===== src/rtl/pipe7_ilk_pkg.sv =====
package pipe7_ilk_pkg;

    // Next-PC choice driven to the fetch unit
    typedef enum logic [1:0] {
        PC_SEQ    = 2'b00,
        PC_HOLD   = 2'b01,
        PC_TARGET = 2'b10,
        PC_FALL   = 2'b11
    } pc_sel_e;

    // Branch control state
    typedef enum logic {
        ST_RUN     = 1'b0,
        ST_RESOLVE = 1'b1
    } ctl_state_e;

endpackage


===== src/rtl/pipe7_token_pipe.sv =====
module pipe7_token_pipe #(
    parameter int AW    = 5,
    parameter int DEPTH = 3
) (
    input  logic          clk,
    input  logic          rst,
    input  logic          in_valid,
    input  logic [AW-1:0] in_dst,
    input  logic          in_wr,
    input  logic          in_br,
    output logic          stg_valid [DEPTH],
    output logic [AW-1:0] stg_dst   [DEPTH],
    output logic          stg_wr    [DEPTH],
    output logic          stg_br    [DEPTH]
);

    // Stage 0 is EX; later entries are the memory stages, WB is not kept
    // because a WB writer is readable by ID in the same cycle.
    for (genvar k = 0; k < DEPTH; k++) begin : g_stage
        if (k == 0) begin : g_head
            always_ff @(posedge clk) begin
                if (rst) begin
                    stg_valid[k] <= 1'b0;
                    stg_dst[k]   <= '0;
                    stg_wr[k]    <= 1'b0;
                    stg_br[k]    <= 1'b0;
                end else begin
                    stg_valid[k] <= in_valid;
                    stg_dst[k]   <= in_valid ? in_dst : '0;
                    stg_wr[k]    <= in_valid & in_wr;
                    stg_br[k]    <= in_valid & in_br;
                end
            end
        end else begin : g_body
            always_ff @(posedge clk) begin
                if (rst) begin
                    stg_valid[k] <= 1'b0;
                    stg_dst[k]   <= '0;
                    stg_wr[k]    <= 1'b0;
                    stg_br[k]    <= 1'b0;
                end else begin
                    stg_valid[k] <= stg_valid[k-1];
                    stg_dst[k]   <= stg_dst[k-1];
                    stg_wr[k]    <= stg_wr[k-1];
                    stg_br[k]    <= stg_br[k-1];
                end
            end
        end
    end

endmodule


===== src/rtl/pipe7_hazard.sv =====
module pipe7_hazard #(
    parameter int AW    = 5,
    parameter int NSRC  = 2,
    parameter int DEPTH = 3
) (
    input  logic               clk,
    input  logic               rst,
    input  logic               id_valid,
    input  logic [NSRC*AW-1:0] src_addr,
    input  logic [NSRC-1:0]    src_en,
    input  logic               stg_valid [DEPTH],
    input  logic [AW-1:0]      stg_dst   [DEPTH],
    input  logic               stg_wr    [DEPTH],
    output logic               raw_hit
);

    localparam int NCMP = NSRC * DEPTH;
    localparam int RW   = $clog2(DEPTH + 2) + 1;

    logic [NCMP-1:0] hit;

    for (genvar s = 0; s < NSRC; s++) begin : g_src
        for (genvar k = 0; k < DEPTH; k++) begin : g_stg
            assign hit[s*DEPTH + k] = id_valid && src_en[s] && stg_valid[k] &&
                                      stg_wr[k] && (stg_dst[k] != '0) &&
                                      (stg_dst[k] == src_addr[s*AW +: AW]);
        end
    end

    assign raw_hit = |hit;

    // Checker: a held instruction never waits longer than the producer
    // needs to walk from EX to WB.
    logic [RW-1:0] run_len;
    always_ff @(posedge clk) begin
        if (rst)
            run_len <= '0;
        else if (raw_hit)
            run_len <= (run_len == {RW{1'b1}}) ? run_len : run_len + 1'b1;
        else
            run_len <= '0;
    end

    p_stall_run_r2: assert property (@(posedge clk) disable iff (rst)
        run_len <= RW'(DEPTH))
        else $error("data stall longer than %0d cycles", DEPTH);

endmodule


===== src/rtl/pipe7_branch_fsm.sv =====
module pipe7_branch_fsm
    import pipe7_ilk_pkg::*;
(
    input  logic       clk,
    input  logic       rst,
    input  logic       id_valid,
    input  logic       id_is_branch,
    input  logic       raw_hit,
    input  logic       ex_taken,
    output logic       issue,
    output logic       stall_fetch,
    output logic       stall_decode,
    output logic       bubble_ex,
    output logic       redirect,
    output pc_sel_e    pc_sel,
    output ctl_state_e state
);

    ctl_state_e state_nxt;

    // State register
    always_ff @(posedge clk) begin
        if (rst)
            state <= ST_RUN;
        else
            state <= state_nxt;
    end

    // Transitions: branch issue moves RUN to RESOLVE, RESOLVE always returns
    always_comb begin
        state_nxt = state;
        unique case (state)
            ST_RUN:
                if (id_valid && !raw_hit && id_is_branch)
                    state_nxt = ST_RESOLVE;
            ST_RESOLVE:
                state_nxt = ST_RUN;
            default:
                state_nxt = ST_RUN;
        endcase
    end

    // Outputs
    always_comb begin
        issue        = 1'b0;
        stall_fetch  = 1'b0;
        stall_decode = 1'b0;
        bubble_ex    = 1'b0;
        redirect     = 1'b0;
        pc_sel       = PC_SEQ;
        unique case (state)
            ST_RUN: begin
                if (id_valid && raw_hit) begin
                    stall_fetch  = 1'b1;
                    stall_decode = 1'b1;
                    bubble_ex    = 1'b1;
                    pc_sel       = PC_HOLD;
                end else if (id_valid && id_is_branch) begin
                    issue       = 1'b1;
                    stall_fetch = 1'b1;
                    pc_sel      = PC_HOLD;
                end else if (id_valid) begin
                    issue = 1'b1;
                end
            end
            ST_RESOLVE: begin
                redirect  = 1'b1;
                bubble_ex = 1'b1;
                pc_sel    = ex_taken ? PC_TARGET : PC_FALL;
            end
            default: begin
                pc_sel = PC_SEQ;
            end
        endcase
    end

    p_redirect_single_r8: assert property (@(posedge clk) disable iff (rst)
        redirect |=> !redirect)
        else $error("redirect held for two cycles");

    p_resolve_after_branch_r6: assert property (@(posedge clk) disable iff (rst)
        (state_nxt == ST_RESOLVE) |=> (state == ST_RESOLVE) && $past(issue && id_is_branch))
        else $error("resolve entered without a branch issue");

endmodule


===== src/rtl/pipe7_interlock.sv =====
module pipe7_interlock
    import pipe7_ilk_pkg::*;
#(
    parameter int AW         = 5,
    parameter int NSRC       = 2,
    parameter int MEM_CYCLES = 2
) (
    input  logic               clk,
    input  logic               rst,
    input  logic               id_valid,
    input  logic [NSRC*AW-1:0] id_src_addr,
    input  logic [NSRC-1:0]    id_src_en,
    input  logic [AW-1:0]      id_dst_addr,
    input  logic               id_dst_wr,
    input  logic               id_is_branch,
    input  logic               ex_branch_taken,
    output logic               stall_fetch,
    output logic               stall_decode,
    output logic               bubble_ex,
    output logic               redirect,
    output logic [1:0]         pc_sel
);

    // Stages between ID and WB: EX plus the memory cycles
    localparam int DEPTH = 1 + MEM_CYCLES;

    logic          stg_valid [DEPTH];
    logic [AW-1:0] stg_dst   [DEPTH];
    logic          stg_wr    [DEPTH];
    logic          stg_br    [DEPTH];
    logic          raw_hit;
    logic          issue;
    pc_sel_e       pc_sel_w;
    ctl_state_e    state;

    pipe7_token_pipe #(.AW(AW), .DEPTH(DEPTH)) u_tokens (
        .clk       (clk),
        .rst       (rst),
        .in_valid  (issue),
        .in_dst    (id_dst_addr),
        .in_wr     (id_dst_wr),
        .in_br     (id_is_branch),
        .stg_valid (stg_valid),
        .stg_dst   (stg_dst),
        .stg_wr    (stg_wr),
        .stg_br    (stg_br)
    );

    pipe7_hazard #(.AW(AW), .NSRC(NSRC), .DEPTH(DEPTH)) u_hazard (
        .clk       (clk),
        .rst       (rst),
        .id_valid  (id_valid),
        .src_addr  (id_src_addr),
        .src_en    (id_src_en),
        .stg_valid (stg_valid),
        .stg_dst   (stg_dst),
        .stg_wr    (stg_wr),
        .raw_hit   (raw_hit)
    );

    pipe7_branch_fsm u_fsm (
        .clk          (clk),
        .rst          (rst),
        .id_valid     (id_valid),
        .id_is_branch (id_is_branch),
        .raw_hit      (raw_hit),
        .ex_taken     (ex_branch_taken),
        .issue        (issue),
        .stall_fetch  (stall_fetch),
        .stall_decode (stall_decode),
        .bubble_ex    (bubble_ex),
        .redirect     (redirect),
        .pc_sel       (pc_sel_w),
        .state        (state)
    );

    assign pc_sel = pc_sel_w;

    // The branch being resolved must be the token sitting in EX
    p_resolve_branch_r7: assert property (@(posedge clk) disable iff (rst)
        (state == ST_RESOLVE) |-> (stg_valid[0] && stg_br[0]))
        else $error("resolve state without a branch token in EX");

    // A requested bubble leaves EX empty on the next cycle
    p_bubble_empty_r2: assert property (@(posedge clk) disable iff (rst)
        bubble_ex |=> !stg_valid[0])
        else $error("EX not empty after bubble");

endmodule


===== config.mk =====
export PLATFORM = sky130hd
export DESIGN_NAME = pipe7_interlock
export DESIGN_NICKNAME = d
export VERILOG_FILES = /design/src/rtl/pipe7_ilk_pkg.sv /design/src/rtl/pipe7_token_pipe.sv /design/src/rtl/pipe7_hazard.sv /design/src/rtl/pipe7_branch_fsm.sv /design/src/rtl/pipe7_interlock.sv
export SDC_FILE = /design/constraint.sdc
export NUM_CORES = 1
export LEC_CHECK = 0
export ABC_AREA = 1
export BUFFER_PORTS_ARGS = -buffer_cell sky130_fd_sc_hd__buf_2
export CORE_ASPECT_RATIO = 1.4
export CORE_MARGIN = 3
export CORE_UTILIZATION = 52
export DETAILED_ROUTE_END_ITERATION = 6
export PLACE_DENSITY = 0.86
export SYNTH_ARGS = -nofsm -noshare
export SYNTH_HDL_FRONTEND = slang
export SYNTH_SLANG_ARGS = --single-unit
export TNS_END_PERCENT = 100

===== constraint.sdc =====
create_clock -name clk -period 1.7 [get_ports clk]
set_input_delay 0.255 -clock clk [delete_from_list [all_inputs] [get_ports clk]]
set_output_delay 0.255 -clock clk [all_outputs]
set_load 0.05 [all_outputs]

==> results.toml <==
[clock_network]
cts_tree = "built"
clock_latency_ns = 0.32
h-tree-depth = 1
postCtsHoldBufs = 0
ctsLongestPathBuffers = 2
cts_buffers = 3
cts-root-buf = "clkbuf_4"
cts_sinks = 22
clkTransAtPathRegs_ns = 0.13

[finish]
finish.net_count = 258
drive_above_1_share_pct = 37.18
multiInputGateArea_sq_um = 716.9
syn_to_final_growth_pct = 28.73
finish.instance_area_sq_um = 1620
n_fill_cell = 182
fin_util_pct = 72.75
seqCellArea_sq_um = 464.2
antennaDiodeCount = 0
final_cells = 256

[synthesis]
syn_avg_cell_area_sq_um = 6.357
yosysMostFrequentCell = "nand2_1"
ys_seq_elements = 22
synth_commonest_cells = "nand2_1, nor2_1, inv_1"
ys_seq_area_share_pct = 34.99
yosys_warnings = 0
synth_top_area_share_pct = 34.99
synth_nets = 221
ys_async_sr_fraction_pct = 0
syn_area_sq_um = 1259
synth_edf_count = 0
synth_flop_cell = "dfxtp_1"
yosys.area.top_type = "dfxtp_1"
syn_inst = 198
yosys-top-cells-area = "dfxtp_1, nand2_1, nor2_1"
synth_cell_types = 21

[die]
die_h_um = 64.22
rows = 20
die_w_um = 47.58
ios = 29
initial_utilization_pct = 56.52
fp.dieArea_sq_um = 3055
core_area_sq_um = 2227

[routing]
finalWirelength_um = 3115
num_vias = 1281
drc = 0
postRouteAntennaNets = 0
vias_per_cell = 5.004
wire_per_inst_um = 12.17
drtPass1Iterations = 4
drt_iter0_markers = 35

[grt]
grt_pass1_vias = 1199
antenna_found_initial = 0
gr-total-overflow = 0
gr-usage-all-layers_pct = 22.33
grt_pass1_wl_um = 4961
grt_max_degree = 16

[power_and_ir_drop]
seq_power_share_pct = 46.9
p_sw_share_pct = 26.54
p_clk_share_pct = 35.1
p_comb_share_pct = 18.0
p_int_mw = 0.8564
irDropWorstVdd_v = 0.0007358
fin_total_pwr_mw = 1.166
switching_power_mw = 0.3094
p_per_area_nw_per_um2 = 719.5
leakagePower_nw = 0.8496

[sta]
slew_viol_final = 0
skew_ns = 0.002443
slew_headroom_pct = 80.33
setup_viol = 4
hold_viol_final = 0
tightest_slew_ns = 0.2951
rsz0062_at_grt = "yes"
fin_crit_sh_pct = 115.5
fin_setup_tns_ns = -0.9850
worst_slack_ns = -0.2627
holdWs_ns = 0.1236
max_freq_ghz = 0.5095
finalCriticalPeriod_ns = 1.963

[critical_path]
critical_path_class = "flop to output port"
worstPathRequired_ns = 1.44
ff2ff_setup_slack_ns = 0.40
startpoint_type = "flop"
endpoint_kind = "output port"
critPathMaxFanout = 3
cp.arrival_ns = 1.71

[placed_design]
dp_slack_ns = -0.01849
dp_hpwl_um = 2250
dp.cells = 248
gp_congestion = 0.9151
portBuffers = 28
place_area_sq_um = 1430

[status]
outcome = "finished with violations"
violations = "negative setup slack"

[hold_path]
hp-class = "input port to flop"

[flow_run]
cap_violations = 0
==> sequential cells by signal, indices dropped and copies added (netlist names) <==
| name | flops |
|---|---|
| u_tokens.stg_dst | 15 |
| u_tokens.stg_valid | 3 |
| u_tokens.stg_wr | 3 |
| u_fsm.state | 1 |
==> layout make-up <==
type | count | area share [%]
Clock buffer | 3 | 1.390
Clock inverter | 1 | 1.853
Inverter | 38 | 8.958
Multi-Input combinational cell | 136 | 44.25
Sequential cell | 22 | 28.65
Tap cell | 22 | 1.699
Timing Repair Buffer | 34 | 13.20
==> cells by family (layout without fill, tap and decap cells) <==
family / after synthesis / in the layout / share of synthesized area [%]
buf+inv: 40 / 76 / 12.23
flops: 22 / 22 / 34.99
simple gates: 114 / 114 / 39.27
compound gates: 6 / 6 / 2.386
xor+xnor: 16 / 16 / 11.13
==> cells in the final DEF (no fill, tap or decap), drive strengths merged <==
| master | Yosys | routed |
|---|---|---|
| or2 | 1 | 1 |
| a21oi | 2 | 2 |
| nand4 | 1 | 1 |
| bufinv | 0 | 1 |
| dfxtp | 22 | 22 |
| nand2 | 56 | 56 |
| inv | 38 | 38 |
| xor2 | 6 | 6 |
| nand3 | 10 | 10 |
| and2 | 1 | 1 |
| buf | 1 | 34 |
| o21ai | 4 | 4 |
| nor3 | 1 | 1 |
| xnor2 | 10 | 10 |
| nor2 | 44 | 44 |
| clkbuf | 1 | 3 |
==> final timing paths <==
check                                            from                     to  cells past startpoint
worst max-delay path              u_tokens.stg_dst[6]              bubble_ex                     10
worst min-delay path                   id_dst_addr[1]   u_tokens.stg_dst[11]                      3
worst max register to register     u_tokens.stg_wr[0]     u_tokens.stg_wr[2]                     10
worst min register to register  u_tokens.stg_valid[2]  u_tokens.stg_valid[1]                      2
==> worst max-delay path, cell delays in order (launching register included) <==
cell and delay (ns):
dfxtp_2 0.36, inv_1 0.10, nand2_2 0.07, nor2_4 0.12, nor2_1 0.05, nand2_1 0.08
nand2_2 0.07, nor2_4 0.15, and2_4 0.19, nand2_4 0.05, buf_8 0.14
==> routing by layer <==
layer | vias up | GRT usage, % | part of all wire, %
met3 | 11 | 1.972 | 5.7
li1 | 648 | - | -
met5 | - | 0 | 0
met2 | 48 | 39.77 | 53
met1 | 574 | 25.22 | 38
met4 | 0 | 9.428 | 3.3
==> power by group through the flow <==
| stage | registers [mW] | clock network [mW] | logic [mW] |
|---|---|---|---|
| after floorplan | 0.556 | 0 | 0.114 |
| after global placement | 0.555 | 0 | 0.179 |
| after detailed placement | 0.556 | 0 | 0.181 |
| after CTS | 0.547 | 0.403 | 0.199 |
| after global routing | 0.549 | 0.426 | 0.231 |
| final | 0.546 | 0.410 | 0.210 |
==> repair_timing <==
action	4_1_cts	5_1_grt
pin swaps	8	4
endpoints found under the setup margin	4	4
buffers inserted	3	1
resized for setup	35	15
endpoints found under the hold margin	0	0
cloned	0	0
No activity file was read; power rests on OpenSTA's default activity.
